==> src/rtl/cpu_regfile_pkg.sv <==
package cpu_regfile_pkg;

  localparam int NLANE  = 20;
  localparam int LANE_W = 5;
  localparam int NGPR   = 8;

  // storage lane numbering, shared by decoder and read mux
  localparam logic [LANE_W-1:0] L_A   = 5'd0;
  localparam logic [LANE_W-1:0] L_F   = 5'd1;
  localparam logic [LANE_W-1:0] L_B   = 5'd2;
  localparam logic [LANE_W-1:0] L_C   = 5'd3;
  localparam logic [LANE_W-1:0] L_D   = 5'd4;
  localparam logic [LANE_W-1:0] L_E   = 5'd5;
  localparam logic [LANE_W-1:0] L_H   = 5'd6;
  localparam logic [LANE_W-1:0] L_IXH = 5'd8;
  localparam logic [LANE_W-1:0] L_IYH = 5'd10;
  localparam logic [LANE_W-1:0] L_SPH = 5'd12;
  localparam logic [LANE_W-1:0] L_PCH = 5'd14;
  localparam logic [LANE_W-1:0] L_WZH = 5'd16;
  localparam logic [LANE_W-1:0] L_I   = 5'd18;
  localparam logic [LANE_W-1:0] L_R   = 5'd19;

  typedef enum logic [2:0] {
    PR_AF, PR_BC, PR_DE, PR_XY, PR_SP, PR_PC, PR_WZ, PR_IR
  } pair_code_e;

  typedef enum logic [3:0] {
    BY_A, BY_F, BY_B, BY_C, BY_D, BY_E, BY_XH, BY_XL,
    BY_SPH, BY_SPL, BY_PCH, BY_PCL, BY_WZH, BY_WZL, BY_I, BY_R
  } byte_code_e;

  function automatic logic [LANE_W-1:0] xy_hi_lane(input logic [1:0] idx);
    case (idx)
      2'd0:    return L_H;
      2'd1:    return L_IXH;
      default: return L_IYH;
    endcase
  endfunction

  function automatic logic [LANE_W-1:0] pair_hi_lane(input logic [2:0] code,
                                                      input logic [1:0] idx);
    case (pair_code_e'(code))
      PR_AF:   return L_A;
      PR_BC:   return L_B;
      PR_DE:   return L_D;
      PR_XY:   return xy_hi_lane(idx);
      PR_SP:   return L_SPH;
      PR_PC:   return L_PCH;
      PR_WZ:   return L_WZH;
      default: return L_I;
    endcase
  endfunction

  function automatic logic [LANE_W-1:0] pair_lo_lane(input logic [2:0] code,
                                                      input logic [1:0] idx);
    return pair_hi_lane(code, idx) + 5'd1;
  endfunction

  function automatic logic [LANE_W-1:0] byte_lane(input logic [3:0] code,
                                                   input logic [1:0] idx);
    case (byte_code_e'(code))
      BY_A:    return L_A;
      BY_F:    return L_F;
      BY_B:    return L_B;
      BY_C:    return L_C;
      BY_D:    return L_D;
      BY_E:    return L_E;
      BY_XH:   return xy_hi_lane(idx);
      BY_XL:   return xy_hi_lane(idx) + 5'd1;
      BY_SPH:  return L_SPH;
      BY_SPL:  return L_SPH + 5'd1;
      BY_PCH:  return L_PCH;
      BY_PCL:  return L_PCH + 5'd1;
      BY_WZH:  return L_WZH;
      BY_WZL:  return L_WZH + 5'd1;
      BY_I:    return L_I;
      default: return L_R;
    endcase
  endfunction

endpackage

==> src/rtl/rf_write_decode.sv <==
module rf_write_decode
  import cpu_regfile_pkg::*;
#(
  parameter int W = 8
) (
  input  logic                         pw_en,
  input  logic [2:0]                   pw_sel,
  input  logic [2*W-1:0]               pw_data,
  input  logic                         bw_en,
  input  logic [3:0]                   bw_sel,
  input  logic [W-1:0]                 bw_data,
  input  logic [1:0]                   idx_sel,
  output logic [NLANE-1:0]             lane_we,
  output logic [NLANE-1:0][W-1:0]      lane_wd
);

  logic [LANE_W-1:0] p_hi, p_lo, b_ln;

  always_comb begin
    p_hi    = pair_hi_lane(pw_sel, idx_sel);
    p_lo    = pair_lo_lane(pw_sel, idx_sel);
    b_ln    = byte_lane(bw_sel, idx_sel);
    lane_we = '0;
    lane_wd = '0;
    if (pw_en) begin
      lane_we[p_hi] = 1'b1;
      lane_we[p_lo] = 1'b1;
      lane_wd[p_hi] = pw_data[2*W-1:W];
      lane_wd[p_lo] = pw_data[W-1:0];
    end
    // byte write overrides the pair write on a shared lane
    if (bw_en) begin
      lane_we[b_ln] = 1'b1;
      lane_wd[b_ln] = bw_data;
    end
  end

endmodule

==> src/rtl/rf_gpr_banks.sv <==
module rf_gpr_banks
  import cpu_regfile_pkg::*;
#(
  parameter int W = 8
) (
  input  logic                     clk,
  input  logic                     rst_n,
  input  logic                     xchg_af,
  input  logic                     xchg_exx,
  input  logic [NGPR-1:0]          we,
  input  logic [NGPR-1:0][W-1:0]   wd,
  output logic [NGPR-1:0][W-1:0]   main_q
);

  logic [NGPR-1:0][W-1:0] alt_q, main_d, alt_d;
  logic [NGPR-1:0]        swap, en;

  for (genvar g = 0; g < NGPR; g++) begin : g_swap
    if (g < 2) begin : g_af
      assign swap[g] = xchg_af;
    end else begin : g_main
      assign swap[g] = xchg_exx;
    end
  end

  always_comb begin
    for (int i = 0; i < NGPR; i++) begin
      alt_d[i]  = swap[i] ? main_q[i] : alt_q[i];
      main_d[i] = we[i] ? wd[i] : (swap[i] ? alt_q[i] : main_q[i]);
      en[i]     = we[i] | swap[i];
    end
  end

  always_ff @(posedge clk or negedge rst_n) begin
    if (!rst_n) begin
      main_q <= '0;
      alt_q  <= '0;
    end else begin
      for (int i = 0; i < NGPR; i++) begin
        if (en[i]) begin
          main_q[i] <= main_d[i];
          alt_q[i]  <= alt_d[i];
        end
      end
    end
  end


  af_swap_chk: assert property (@(posedge clk) disable iff (!rst_n)
    (xchg_af && !we[1]) |=> (main_q[1] == $past(alt_q[1]) && alt_q[1] == $past(main_q[1])))
    else $error("F swap mismatch");


  af_keeps_b_chk: assert property (@(posedge clk) disable iff (!rst_n)
    (xchg_af && !xchg_exx && !we[2]) |=> main_q[2] == $past(main_q[2]))
    else $error("B disturbed by AF swap");


  exx_keeps_a_chk: assert property (@(posedge clk) disable iff (!rst_n)
    (xchg_exx && !xchg_af && !we[0]) |=> main_q[0] == $past(main_q[0]))
    else $error("A disturbed by EXX");


  exx_swap_l_chk: assert property (@(posedge clk) disable iff (!rst_n)
    (xchg_exx && !we[7]) |=> (main_q[7] == $past(alt_q[7]) && alt_q[7] == $past(main_q[7])))
    else $error("L swap mismatch");

endmodule

==> src/rtl/rf_word.sv <==
module rf_word #(
  parameter int W = 8
) (
  input  logic         clk,
  input  logic         rst_n,
  input  logic         we_hi,
  input  logic         we_lo,
  input  logic [W-1:0] wd_hi,
  input  logic [W-1:0] wd_lo,
  output logic [W-1:0] q_hi,
  output logic [W-1:0] q_lo
);

  logic [W-1:0] hi_d, lo_d;

  always_comb begin
    hi_d = we_hi ? wd_hi : q_hi;
    lo_d = we_lo ? wd_lo : q_lo;
  end

  always_ff @(posedge clk or negedge rst_n) begin
    if (!rst_n) begin
      q_hi <= '0;
      q_lo <= '0;
    end else begin
      if (we_hi) q_hi <= hi_d;
      if (we_lo) q_lo <= lo_d;
    end
  end


  keep_lo_chk: assert property (@(posedge clk) disable iff (!rst_n)
    (we_hi && !we_lo) |=> (q_lo == $past(q_lo) && q_hi == $past(wd_hi)))
    else $error("low byte disturbed by high write");


  keep_hi_chk: assert property (@(posedge clk) disable iff (!rst_n)
    (we_lo && !we_hi) |=> (q_hi == $past(q_hi) && q_lo == $past(wd_lo)))
    else $error("high byte disturbed by low write");

endmodule

==> src/rtl/rf_refresh.sv <==
module rf_refresh #(
  parameter int W = 8
) (
  input  logic         clk,
  input  logic         rst_n,
  input  logic         i_we,
  input  logic [W-1:0] i_wd,
  input  logic         r_we,
  input  logic [W-1:0] r_wd,
  input  logic         r_inc,
  output logic [W-1:0] i_q,
  output logic [W-1:0] r_q
);

  localparam int CW = W - 1;

  logic [W-1:0]  i_d, r_d;
  logic [CW-1:0] r_step;
  logic          r_en;

  always_comb begin
    r_step = r_q[CW-1:0] + {{(CW-1){1'b0}}, 1'b1};
    i_d    = i_we ? i_wd : i_q;
    r_d    = r_we ? r_wd : {r_q[W-1], r_step};
    r_en   = r_we | r_inc;
  end

  always_ff @(posedge clk or negedge rst_n) begin
    if (!rst_n) begin
      i_q <= '0;
      r_q <= '0;
    end else begin
      if (i_we) i_q <= i_d;
      if (r_en) r_q <= r_d;
    end
  end


  r_inc_chk: assert property (@(posedge clk) disable iff (!rst_n)
    (r_inc && !r_we) |=> (r_q[W-1] == $past(r_q[W-1]) &&
                          r_q[CW-1:0] == $past(r_q[CW-1:0]) + 1'b1))
    else $error("refresh step wrong");


  r_wr_wins_chk: assert property (@(posedge clk) disable iff (!rst_n)
    r_we |=> r_q == $past(r_wd))
    else $error("refresh write lost");

endmodule

==> src/rtl/cpu_regfile.sv <==
module cpu_regfile
  import cpu_regfile_pkg::*;
#(
  parameter int BYTE_W = 8,
  localparam int PAIR_W = 2 * BYTE_W
) (
  input  logic              clk,
  input  logic              rst_n,
  input  logic [1:0]        idx_sel,
  input  logic              xchg_af,
  input  logic              xchg_exx,
  input  logic              pw_en,
  input  logic [2:0]        pw_sel,
  input  logic [PAIR_W-1:0] pw_data,
  input  logic              bw_en,
  input  logic [3:0]        bw_sel,
  input  logic [BYTE_W-1:0] bw_data,
  input  logic              r_inc,
  input  logic [2:0]        rd_pair_sel,
  output logic [PAIR_W-1:0] rd_pair,
  input  logic [3:0]        rd_byte_sel,
  output logic [BYTE_W-1:0] rd_byte
);

  localparam int NWORD = (NLANE - NGPR - 2) / 2;

  logic [NLANE-1:0]             lane_we;
  logic [NLANE-1:0][BYTE_W-1:0] lane_wd;
  logic [NLANE-1:0][BYTE_W-1:0] lanes;

  rf_write_decode #(.W(BYTE_W)) u_dec (
    .pw_en   (pw_en),
    .pw_sel  (pw_sel),
    .pw_data (pw_data),
    .bw_en   (bw_en),
    .bw_sel  (bw_sel),
    .bw_data (bw_data),
    .idx_sel (idx_sel),
    .lane_we (lane_we),
    .lane_wd (lane_wd)
  );

  rf_gpr_banks #(.W(BYTE_W)) u_gpr (
    .clk      (clk),
    .rst_n    (rst_n),
    .xchg_af  (xchg_af),
    .xchg_exx (xchg_exx),
    .we       (lane_we[NGPR-1:0]),
    .wd       (lane_wd[NGPR-1:0]),
    .main_q   (lanes[NGPR-1:0])
  );

  // IX, IY, SP, PC and the address-tracking word
  for (genvar k = 0; k < NWORD; k++) begin : g_word
    localparam int HI = NGPR + 2 * k;
    rf_word #(.W(BYTE_W)) u_word (
      .clk   (clk),
      .rst_n (rst_n),
      .we_hi (lane_we[HI]),
      .we_lo (lane_we[HI+1]),
      .wd_hi (lane_wd[HI]),
      .wd_lo (lane_wd[HI+1]),
      .q_hi  (lanes[HI]),
      .q_lo  (lanes[HI+1])
    );
  end

  rf_refresh #(.W(BYTE_W)) u_ir (
    .clk   (clk),
    .rst_n (rst_n),
    .i_we  (lane_we[L_I]),
    .i_wd  (lane_wd[L_I]),
    .r_we  (lane_we[L_R]),
    .r_wd  (lane_wd[L_R]),
    .r_inc (r_inc),
    .i_q   (lanes[L_I]),
    .r_q   (lanes[L_R])
  );

  always_comb begin
    rd_pair = {lanes[pair_hi_lane(rd_pair_sel, idx_sel)],
               lanes[pair_lo_lane(rd_pair_sel, idx_sel)]};
    rd_byte = lanes[byte_lane(rd_byte_sel, idx_sel)];
  end


  pair_visible_chk: assert property (@(posedge clk) disable iff (!rst_n)
    (pw_en && !bw_en && !xchg_af && !xchg_exx && !r_inc &&
     rd_pair_sel == pw_sel) |=>
    (rd_pair_sel != $past(rd_pair_sel) || idx_sel != $past(idx_sel) ||
     rd_pair == $past(pw_data)))
    else $error("pair write not visible");

endmodule

==> config.mk <==
export PLATFORM = sky130hd
export DESIGN_NAME = cpu_regfile
export DESIGN_NICKNAME = d
export VERILOG_FILES = /design/src/rtl/cpu_regfile_pkg.sv /design/src/rtl/rf_write_decode.sv /design/src/rtl/rf_gpr_banks.sv /design/src/rtl/rf_word.sv /design/src/rtl/rf_refresh.sv /design/src/rtl/cpu_regfile.sv
export SDC_FILE = /design/constraint.sdc
export NUM_CORES = 1
export LEC_CHECK = 0
export BUFFER_PORTS_ARGS = -buffer_cell sky130_fd_sc_hd__buf_2
export CORE_MARGIN = 8
export CORE_UTILIZATION = 62
export CTS_BUF_LIST = sky130_fd_sc_hd__clkbuf_16
export DETAILED_ROUTE_END_ITERATION = 6
export PLACE_DENSITY = 0.88
export SETUP_SLACK_MARGIN = 0.2
export SLEW_MARGIN = 20
export SYNTH_ARGS = -nofsm -noshare
export SYNTH_HDL_FRONTEND = slang
export SYNTH_SLANG_ARGS = --single-unit
==> constraint.sdc <==
create_clock -name clk -period 1.8 [get_ports clk]
set_input_delay 0.09 -clock clk [delete_from_list [all_inputs] [get_ports clk]]
set_output_delay 0.09 -clock clk [all_outputs]
set_load 0.01 [all_outputs]
-- Word level (Yosys, flattened, before mapping)
Cells that the tools add are included.
W data, S select, Z words.
- register bits after elaboration: 224
- bits of input ports: 47
- logic and storage cells: 177
- add/subtract/negate cells: 5
- order comparisons: 9
- eq/ne operators: 41
- multiplexer cells: 48
- bitwise operators: 12
- reductions and logical operators: 33
- operators with widths (cell ; count):
    $bwmux W160 ; 2
    $mux W160 ; 2
    $mux W8 ; 22
    $and A160 B160 Y160 ; 1
    $pmux W5 S15 ; 2
    $bmux W8 S5 ; 3
    $demux W8 S5 ; 3
    $pmux W5 S7 ; 2
    $eq A4 B4 Y1 const B ; 14
    $mux W20 ; 2
    $or A20 B20 Y20 ; 2
    $lt A5 B6 Y1 const B ; 6
    $reduce_and A2 Y1 ; 17
    $eq A4 B3 Y1 const B ; 8
    $add A5 B1 Y5 const B ; 4
    $eq A3 B3 Y1 const B ; 6
    $eq A4 B2 Y1 const B ; 4
    $reduce_bool A2 Y1 ; 8
    $demux W1 S5 ; 3
    $ge A5 B1 Y1 const B ; 3
    $eq A3 B2 Y1 const B ; 4
    $mux W5 ; 2
    $or A1 B1 Y1 ; 9
    $eq A4 B1 Y1 const B ; 2
    10 further kinds ; 17

-- Depth between registers and ports, before layout
- depth in word-level cells: 14
- gate-level depth with buffers: 8
- mapped depth without buffers: 6

-- Hierarchy
A second synthesis with hierarchy kept.
- cells, all modules: 1483
- area total of the unflattened synthesis: 15142.0 µm²
- by module, submodules not included (module ; times used ; cells an instance ; area an instance (µm²)):
    rf_gpr_banks ; 1 ; 407 ; 5328.9
    rf_word ; 5 ; 34 ; 663.1
    rf_write_decode ; 1 ; 590 ; 3218.1
    cpu_regfile ; 1 ; 257 ; 2566.2
    rf_refresh ; 1 ; 59 ; 713.2

-- Worst setup path after synthesis
No wires, ideal clock.
- path kind: input to output
- start: input port rd_pair_sel[0]
- end: output port rd_pair[6]
- data arrival time: 1.619 ns
- data required time: 1.710 ns
- path slack: 0.091 ns
- stages: 7
- path buffers: 2
- path through: clkbuf_1 -> o21ai_0 -> a21o_1 -> buf_2 -> mux2i_1 -> a221o_1 -> a311oi_1
- longest elaborated chain between the ends: 5
- elaborated cells between the ends (all ways): 11
- classes of those cells: add/sub: 1; eq/ne: 6; mux: 3; reduce/logical: 1
- RTL lines (element ; line ; text):
    start: declaration ; cpu_regfile.sv:19 ; input logic [2:0] rd_pair_sel,
    $eq A3 B3 Y1 (tied with other cells) ; cpu_regfile_pkg.sv:42 ; case (pair_code_e'(code))
    $pmux W5 S7 * ; cpu_regfile_pkg.sv:42 ;
    $add A5 B1 Y5 * ; cpu_regfile_pkg.sv:56 ; return pair_hi_lane(code, idx) + 5'd1;
    $bmux W8 S5 * ; cpu_regfile.sv:82 ; lanes[pair_lo_lane(rd_pair_sel, idx_sel)]};
    $mux W8 (not written as such) * ; cpu_regfile.sv:82 ;
    end: declaration ; cpu_regfile.sv:20 ; output logic [PAIR_W-1:0] rd_pair,
Mark *: on every way between the ends. The rest lies on a longest branch, timed or not. The select of a mux whose other input is x is not followed.

-- Final worst setup path
- start: register u_gpr.main_q[61] (netlist bit)
- end: output port rd_byte[5]
- longest elaborated chain between the ends: 2
- RTL lines (element ; line ; text):
    start: declaration ; rf_gpr_banks.sv:12 ; output logic [NGPR-1:0][W-1:0] main_q
    start signal: indexed assignment ; rf_gpr_banks.sv:41 ; main_q[i] <= main_d[i];
    $bmux W8 S5 ; cpu_regfile.sv:83 ; rd_byte = lanes[byte_lane(rd_byte_sel, idx_sel)];
    $mux W8 (not written as such) ; cpu_regfile.sv:83 ;
    end: declaration ; cpu_regfile.sv:22 ; output logic [BYTE_W-1:0] rd_byte
No other way between the ends. The select of a mux whose other input is x is not followed.

==> qor.yml <==
status:
  outcome: "complete, but fails checks"
  violations: "negative setup slack"
layout:
  areaGrowthSynthToFinish_pct: 22.4
  design_area_um2: 16300
  multiInputGateArea_um2: 7640
  stdcell_count: 1767
  fillers: 1293
  drive_above_1_share_pct: 30.1
  seq_area_um2: 5610
  nets: 1521
sta:
  tightest_slew_ps: 807
  skew_ps: 11.3
  fin_hold_ws_ps: 10.4
  rsz0062_at_grt: "yes"
  fin_tns_setup_ps: -6170
  final-setup-viol-count: 24
  finalHoldViolCount: 0
  slew_viol_final: 0
  relSlewSlack_pct: 46.2
  clock.fmax_mhz: 455
  layout_min_cycle_time_ps: 2200
  period_share_pct: 122
  fin_ws_ps: -399
setup_path:
  r2r-end: "u_ir.r_q[6]"
  cp-start-kind: "flop"
  reg2reg_slack_ps: 270
  critPathCaptureType: "primary output"
  worst-path-max-fanout: 2
  r2r_cells: 6
  cp_num_buf_inv: 1
  path_cells: "mux4_2 > a32oi_4 > a31oi_2 > buf_2"
  startpoint: "u_gpr.main_q[61]"
  cpMaxStageDelayCell: "mux4_2"
  worstPathArrival_ps: 2110
  timing.rr.start: "u_ir.r_q[0]"
  cp_top_family: "multiplexers"
  cpPeakStageDelay_ps: 530
  critPathKind: "flop to primary output"
  required_ps: 1710
flow_run:
  drv_cap: 0
yosys:
  async_flop_share_pct: 100
  synth_seq_cells: 224
  synthSimpleGateAreaFrac_pct: 12.6
  muxShareOfSynthArea_pct: 27.9
  syn-instance-count: 1352
  synth_ff_type: "dfrtp_1"
  synth_area_per_cell_um2: 9.86
  synth_nets: 1400
  synthAdderAreaFrac_pct: 0.0939
  synth_top_family_by_area: "multiplexers"
  ys_seq_area_share_pct: 42.1
  yosysUniqueCellTypes: 48
  synth-compound-area-share_pct: 13.1
  yosysWarnings: 0
  synth_area_um2: 13300
  synth_edf_count: 0
  post_synth_xor_area_fraction_pct: 0.263
detailed_routing:
  drc: 0
  ant_nets: 0
  routed_wl_um: 48200
  wl_per_cell_um: 27.3
  vias: 12400
  drt-pass1-iter-count: 6
  drt_iter0_markers: 1823
  vias_per_cell: 7.00
die:
  initial_core_util_pct: 63.2
  die_x_um: 163
  num_rows: 53
  dieArea_um2: 26400
  die_h_um: 163
  core-area_um2: 21100
  io_pins: 71
power_and_ir_drop:
  p_per_area_nw_per_um2: 1330
  ir_worst_vdd_uv: 1140
  leakagePower_nw: 7.29
placed_design:
  dpl_worst_slack_ps: -236
  dpl-instance-area_um2: 14800
  dp.cells: 1688
  hpwl_um: 31700
  globalplace.congestion: 0.993
  io_buffers: 70
cts:
  root_buffer: "clkbuf_16"
  tritoncts: "done"
  cts_buffers: 24
  htreeDepth: 1
  clock_path_buffers: 3
  clk_pin_slew_ps: 60
  clk_latency_ps: 540
  cts.sinks: 224
global_routing:
  grt_usage_pct: 35.5
  antenna_found_initial: 3
  grt_max_degree: 64
  grt_pass1_vias: 12100
  grt-ovfl-total: 0
  grt_pass1_wl_um: 71900
hold_path:
  min_from: "pw_data[14]"
  hold_path_class: "primary input to flop"
  holdPathStages: 3
  whs_endpoint: "g_word[1].u_word.q_hi[6]"
[sequential cells by signal, summed over array words and instances (netlist names)]
signal,cells
u_gpr.main_q,64
g_word.u_word.q_lo,40
u_gpr.alt_q,64
g_word.u_word.q_hi,40
u_ir.r_q,8
u_ir.i_q,8
[per-stage QoR]
step	utilization [%]	power, mW
2_1_floorplan	-	12.2
5_1_grt	77.3	22.5
4_1_cts	76.5	21.0
3_3_place_gp	70.0	14.5
6_report	77.3	21.7
3_5_place_dp	70.0	15.0
[cell type report]
| type | count | area share [%] |
|---|---|---|
| multi-input combinational | 1002 | 46.9 |
| sequential | 224 | 34.4 |
| timing repair buffer | 220 | 11.5 |
| clock buffer | 24 | 3.68 |
| tap | 275 | 2.11 |
| clock inverter | 19 | 1.37 |
| antenna | 2 | 0.0307 |
| inverter | 1 | 0.0230 |
[layout by cell type, fill, tap and decap left out, drive strengths merged, types with 6 or more instances in the layout]
cell type,count
and2,20
nand3,10
mux2,75
nor3,23
a211oi,18
nand2b,7
nand2,219
nor2b,8
clkinv,9
dfrtp,224
o21ai,181
a21oi,48
clkbuf,24
nor2,83
buf,215
inv,6
mux2i,184
a32o,12
mux4,46
[Yosys cell counts, drive strengths merged, types with 2 or more instances]
| cell | instances | area share [%] |
|---|---|---|
| a211oi | 18 | 1.0 |
| a31oi | 5 | 0.23 |
| a2111oi | 4 | 0.26 |
| nand4 | 4 | 0.19 |
| o32ai | 3 | 0.20 |
| nor2 | 83 | 2.3 |
| and3 | 3 | 0.14 |
| nand3b | 3 | 0.17 |
| a32oi | 5 | 0.33 |
| mux4 | 46 | 7.8 |
| a311oi | 5 | 0.33 |
| and2 | 20 | 0.94 |
| nand2b | 7 | 0.33 |
| buf | 30 | 1.2 |
| dfrtp | 224 | 42 |
| nor2b | 8 | 0.38 |
| a221oi | 3 | 0.20 |
| mux2 | 75 | 6.3 |
| clkbuf | 95 | 2.7 |
| a21oi | 48 | 1.8 |
| or3 | 4 | 0.19 |
| mux2i | 184 | 14 |
| xnor2 | 3 | 0.20 |
| a32o | 12 | 0.90 |
| a21o | 2 | 0.11 |
| o21ai | 181 | 6.8 |
| nor3 | 23 | 0.86 |
| or2 | 2 | 0.094 |
| a221o | 4 | 0.30 |
| nand2 | 219 | 6.2 |
| nand3 | 10 | 0.38 |
| a22oi | 5 | 0.28 |
[kinds of logic (layout without fill, tap and decap cells)]
group | after synthesis | count (layout)
other cells | 0 | 2
compound gates | 300 | 300
mux | 305 | 305
flops | 224 | 224
buf+inv | 126 | 264
simple gates | 392 | 392
fa+ha+maj | 1 | 1
xor+xnor | 4 | 4
[worst max-delay path by stage]
stage,endpoint,slack (ps),depth (start not counted)
global placement,rd_byte[5],-230,8
finish,rd_byte[5],-400,4
CTS,rd_byte[4],-310,4
detailed placement,rd_byte[4],-240,9
global route,rd_byte[5],-400,4
floorplan,rd_pair[0],190,7
[layer usage]
layer	GRT usage (%)	part of all wire [%]	wire [um]	vias to the layer above
met1	44.0	35	17000	6008
met3	10.6	13	6340	253
met5	0	0.039	19	-
li1	-	-	-	5102
met4	20.9	6.8	3270	2
met2	54.6	45	21600	1009
[what timing repair did]
item                                    CTS  global route
endpoints found under the hold margin   236             0
buffers inserted                         23             6
hold buffers                              5             0
pin swaps                                30            17
endpoints found under the setup margin   24            25
resized for setup                        71            38
[worst min-delay path, cell delays in order]
cell	delay [ps]
buf_2	180
mux2i_1	140
a21oi_1	80
[power by group]
group	internal, mW	switching, mW
clock network	3.14	2.13
registers	6.97	1.90
logic	3.97	3.54
Note: power is estimated with default switching activity, not from simulation.
